$ cat config.mk
export PLATFORM = sky130hd
export DESIGN_NAME = addsub_cc
export DESIGN_NICKNAME = d
export VERILOG_FILES = /design/src/rtl/addsub_cc.sv
export SDC_FILE = /design/constraint.sdc
export NUM_CORES = 1
export LEC_CHECK = 0
export BUFFER_PORTS_ARGS = -buffer_cell sky130_fd_sc_hd__buf_2
export CORE_MARGIN = 3
export CORE_UTILIZATION = 45
export DETAILED_ROUTE_END_ITERATION = 6
export PLACE_DENSITY = 0.86
export SLEW_MARGIN = 40
export SYNTH_ARGS = -nofsm -noshare
export SYNTH_HDL_FRONTEND = slang
export SYNTH_SLANG_ARGS = --single-unit
$ cat constraint.sdc
create_clock -name vclk -period 5.2
set_clock_uncertainty 0.1 [all_clocks]
set_input_delay 0.52 -clock vclk [all_inputs]
set_output_delay 0.52 -clock vclk [all_outputs]
set_load 0.03 [all_outputs]
$ cat src/rtl/addsub_cc.sv
module addsub_cc #(
  parameter int W = 32
) (
  input  logic [W-1:0] a_i,
  input  logic [W-1:0] b_i,
  input  logic         sub_i,
  input  logic         sat_i,
  output logic [W-1:0] res_o,
  output logic         z_o,
  output logic         n_o,
  output logic         c_o,
  output logic         v_o,
  output logic         lt_o,
  output logic         le_o,
  output logic         gt_o,
  output logic         ge_o,
  output logic         eq_o,
  output logic         ne_o,
  output logic         ltu_o,
  output logic         leu_o,
  output logic         gtu_o,
  output logic         geu_o
);
  localparam logic [W-1:0] POS_LIM = {1'b0, {(W-1){1'b1}}};
  localparam logic [W-1:0] NEG_LIM = {1'b1, {(W-1){1'b0}}};

  logic [W-1:0] b_eff;
  logic [W-1:0] sum;
  logic         cout;
  logic         slt;

  assign b_eff       = b_i ^ {W{sub_i}};
  assign {cout, sum} = {1'b0, a_i} + {1'b0, b_eff} + {{W{1'b0}}, sub_i};

  assign z_o = ~|sum;
  assign n_o = sum[W-1];
  assign c_o = cout;
  assign v_o = a_i[W-1] ^ b_eff[W-1] ^ sum[W-1] ^ cout;

  assign slt   = n_o ^ v_o;
  assign lt_o  = slt;
  assign le_o  = z_o | slt;
  assign ge_o  = ~slt;
  assign gt_o  = ~(z_o | slt);
  assign eq_o  = z_o;
  assign ne_o  = ~z_o;
  assign ltu_o = ~c_o;
  assign leu_o = ~c_o | z_o;
  assign geu_o = c_o;
  assign gtu_o = c_o & ~z_o;

  assign res_o = (sat_i && v_o) ? (sum[W-1] ? POS_LIM : NEG_LIM) : sum;

  always_comb begin
    if (sub_i) begin
      p_borrow_r5: assert (c_o == (a_i >= b_i));
      p_equal_r3:  assert (z_o == (a_i == b_i));
      p_slt_r7:    assert (lt_o == ($signed(a_i) < $signed(b_i)));
      p_ugt_r8:    assert (gtu_o == (a_i > b_i));
    end
    if (sat_i && v_o) begin
      p_clamp_r9: assert (res_o == POS_LIM || res_o == NEG_LIM);
    end
    if (!v_o) begin
      p_no_clamp_r10: assert (res_o == (sub_i ? a_i - b_i : a_i + b_i));
    end
  end
endmodule

# After elaboration in Yosys (flattened, before gate mapping)
# Cells that the tools add are included.
[word_totals]
reg_bits = 0
elab_cells = 18
[op_classes]
n_addsub = 2
bitwise_logic = 11
reduce_logical = 3
muxes = 2
[ops]
columns = ["op", "n"]
rows = [
  ["$mux W32", 2],
  ["$add A32 B32 Y33", 1],
  ["$add A33 B1 Y33", 1],
  ["$reduce_or A32 Y1", 1],
  ["$xor A32 B32 Y32", 1],
  ["$xor A1 B1 Y1", 4],
  ["$not A1 Y1", 3],
  ["$or A1 B1 Y1", 2],
  ["$and A1 B1 Y1", 1],
  ["$logic_and A1 B1 Y1", 1],
  ["$logic_not A1 Y1", 1],
]

# Longest topological paths before layout
[logic_depth]
depth_word = 8
mapped_depth = 16
mapped_depth_nobuf = 13

# Least setup slack after synthesis
# Ideal clock, no wire load.
[synth_timing]
path_kind = "input-to-output"
start = "input port sub_i"
end = "output port res_o[4]"
arrival_time_ns = 4.517
path_stages = 16
path_slack_ns = 0.063
n_path_buf = 5
cell_sequence = "buf_2 -> buf_1 -> xor2_1 -> ha_1 -> clkbuf_1 -> a21o_1 -> a31oi_1 -> o21ai_0 -> a21boi_1 -> a31oi_1 -> a221oi_4 -> xnor2_1 -> buf_2 -> nor2_1 -> buf_2 -> o31ai_1"
[synth_via]
elab_chain_cells = 7
[synth_rtl]
columns = ["element", "line_no", "rtl"]
rows = [
  ["from (decl)", "6", "input logic sub_i,"],
  ["$xor A32 B32 Y32", "32", "assign b_eff = b_i ^ {W{sub_i}};"],
  ["$add A32 B32 Y33", "33", "assign {cout, sum} = {1'b0, a_i} + {1'b0, b_eff} + {{W{1'b0}}, sub_i};"],
  ["$add A33 B1 Y33", "33", ""],
  ["$xor A1 B1 Y1 (2 in series)", "38", "assign v_o = a_i[W-1] ^ b_eff[W-1] ^ sum[W-1] ^ cout;"],
  ["$logic_and A1 B1 Y1", "52", "assign res_o = (sat_i && v_o) ? (sum[W-1] ? POS_LIM : NEG_LIM) : sum;"],
  ["$mux W32 (*)", "52", ""],
  ["to (decl)", "8", "output logic [W-1:0] res_o,"],
]
# Every way passes the cells marked *; elsewhere a longest branch is shown, timed or not.

# Final worst setup path
[layout_timing]
start = "input port sub_i"
end = "output port leu_o"
[layout_via]
elab_chain_cells = 6
[layout_rtl]
columns = ["element", "line_no", "rtl"]
rows = [
  ["$xor A32 B32 Y32", "32", ""],
  ["$add A32 B32 Y33", "33", ""],
  ["$add A33 B1 Y33 (*)", "33", ""],
  ["$reduce_or A32 Y1", "35", "assign z_o = ~|sum;"],
  ["$logic_not A1 Y1", "35", ""],
  ["$or A1 B1 Y1 (*)", "48", "assign leu_o = ~c_o | z_o;"],
  ["to (decl)", "20", "output logic leu_o,"],
]
# Marks and branches as above.

==> summary.md <==
| Metric | Value |
|---|---|
| Status | `completed` |
| Register area share after synthesis | `0` |
| Top cells by area, synth | `ha_1 (14%), xor2_1 (11%), o21ai_0 (8.4%), a21oi_1 (6.1%), xnor2_1 (5.1%)` |
| Switching part of the total | `0.6790` |
| Hold Fails Final Rpt | `0` |
| Synth Instances | `between 400 and 500` |
| Max_cap viols | `0` |
| Placed Instances | `628` |
| DR WL/cell | `approximately 16 µm` |
| Syn Area/Cell | `about 6.8 µm²` |
| Syn Std Cell Area | `~3100 µm²` |
| Seq pwr share | `0` |
| Ant. Diodes | `0` |
| Post-synth top area share | `0.1374` |
| Final WL | `around 10000 µm` |
| CP endpoint kind | `primary output` |
| WP buf/inv | `3` |
| Vias after detailed routing | `around 3900` |
| Crit-path cells | `buf_2 > buf_6 > xor2_1 > ha_1 > a21oi_1 > o221ai_4 > a221oi_2 > o221ai_2 > xnor2_1 > or4_1 > a311o_1 > nor4_4 > or2_1 > buf_2` |
| Critical path's top delay family | `compound AO/OA/AOI/OAI gates` |
| CP max stage delay | `0.53 ns` |
| CP required | `4.58 ns` |
| Number of library cell types mapped by synthesis | `66` |
| # IOs | `approximately 110` |
| Top cells by count, synth | `o21ai_0 (52), nand2_1 (41), xor2_1 (40), a21oi_1 (38), ha_1 (34)` |
| Nets | `around 650` |
| Vias in the first global route | `3500` |
| Synth Warn # | `0` |
| Design Power | `approximately 1.1 mW` |
| Share of cells above drive strength 1 | `0.2486` |
| Drt drc | `0` |
| Comb power frac | `1.000` |
| Final min period | `4.848 ns` |
| First-pass GRT wire length | `approximately 16000 µm` |
| Net count after synthesis | `approximately 560` |
| Most frequent cell after synthesis | `o21ai_0` |
| Area of the multi-input gates | `between 2000 and 3000 µm²` |
| Critical path's slowest cell | `or4_1` |
| Post-CTS setup buffers | `0` |
| Worst-case vdd ir drop | `slightly below 0.00009 V` |
| Resized Gates After CTS | `0` |
| # rows | `29` |
| Pwr Density | `306.9 nW/µm²` |
| First-pass DRT Iterations | `5` |
| Total die area | `between 7000 and 8000 µm²` |
| Core Area | `about 6500 µm²` |
| DIE HEIGHT | `about 89 µm` |
| GRT overflow | `0` |
| Worst hold path class | `primary input to primary output` |
| FF+latch count | `0` |
| Fillcell total | `roughly 670` |
| Final GP Congestion | `0.9923` |
| Final core occ | `0.5714` |
| Post-route setup slack | `approximately 0.35 ns` |
| Largest net degree at the start of global routing | `29` |
| Final setup TNS | `0 ns` |
| Worst Tran Pin Value | `0.5262 ns` |
| Slew headroom | `0.6455` |
| Placed wire-length estimate | `approximately 8700 µm` |
| Clock Power Share | `0` |
| P_int | `~0.37 mW` |
| Antenna-violating nets left | `0` |
| Net Sw Power | `slightly below 0.8 mW` |
| RSZ-0062 raised after global routing | `false` |
| Total leakage power | `around 1.7 nW` |
| Worst-path fanout max | `15` |
| Slew Limit Fails | `0` |
| Area leader, netlist | `ha_1` |
| CTS Hold Buffers Added | `0` |
| Kind of critical path | `primary input to primary output` |
| Antenna violations before repair | `0` |
| Worst Hold Endpoint | `res_o[0]` |
| Synth-to-layout area growth | `19.89%` |
| Routed vias/inst | `roughly 6.2` |
| Initial cell density of the core | `0.4766` |
| Cell Count, Final, Fillers Out | `628` |
| Number of port buffers | `~110` |
| DP Worst Slack | `around 0.25 ns` |
| Max Fclk | `~210 MHz` |
| Critical Path Start Type | `primary input` |
| Storage cell area | `0 µm²` |
| Period Utilization, post-route | `0.9323` |
| 1st-iter DRT viols | `around 350` |
| CP most frequent cell | `buf_2` |
| Clock buf count | `0` |
| Total GRT Usage | `0.2460` |
| Chip width | `between 80 and 90 µm` |
| Hold Path Cell Cnt | `4` |
| Final setup vio count | `0` |
| Hold Crit Start | `sat_i` |
| CP Data Arrival Time | `4.23 ns` |
## metal layers
| layer | share of wire | GRT usage |
|---|---|---|
| met2 | 0.45 | 0.4251 |
| met4 | 0.026 | 0.05819 |
| met5 | 0 | 0 |
| met1 | 0.45 | 0.3399 |
| met3 | 0.071 | 0.006452 |
## cell usage in the layout (no fill, tap or decap), drive strengths merged, types with 9 or more instances in the layout
| cell type | n |
|---|---|
| xnor2 | 18 |
| a21oi | 40 |
| a21o | 13 |
| nor2 | 29 |
| o21a | 9 |
| nor3 | 14 |
| ha | 34 |
| xor2 | 40 |
| o211ai | 12 |
| inv | 16 |
| nand4 | 12 |
| nand2 | 41 |
| buf | 122 |
| o21ai | 54 |
## worst max-delay path by stage
stage | start | end | slack (ns) | depth (start not counted)
floorplan | sub_i | res_o[4] | 0.06 | 16
global placement | sub_i | leu_o | 0.30 | 14
detailed placement | sub_i | leu_o | 0.25 | 14
CTS | sub_i | leu_o | 0.23 | 14
global route | sub_i | leu_o | 0.06 | 14
finish | sub_i | leu_o | 0.35 | 14
## power by group through the flow
stage	registers [mW]	clock network, mW	logic, mW
after global placement	0	0	1.11
after floorplan	0	0	0.820
after global routing	0	0	1.23
after detailed placement	0	0	1.12
final	0	0	1.14
after CTS	0	0	1.12
## layout make-up
| cell class | count | share of cell area |
|---|---|---|
| Inverter | 16 | 0.01618 |
| Multi-Input combinational cell | 413 | 0.7856 |
| Tap cell | 77 | 0.02596 |
| Timing Repair Buffer | 122 | 0.1723 |
## cells by family after synthesis
family / Yosys count / share of synthesized area
compound gates: 176 / 0.3876
xor+xnor: 58 / 0.1641
fa+ha+maj: 35 / 0.1439
buf+inv: 41 / 0.06103
mux: 3 / 0.01374
simple gates: 141 / 0.2296
## stage by stage
step,area [µm²],hold WS [ns]
2_1_floorplan,3095,1.175
3_3_place_gp,3699,1.370
3_5_place_dp,3699,1.364
4_1_cts,3699,1.366
5_1_grt,3711,1.387
6_report,3711,1.370
Power figures use the tool's default switching activity.
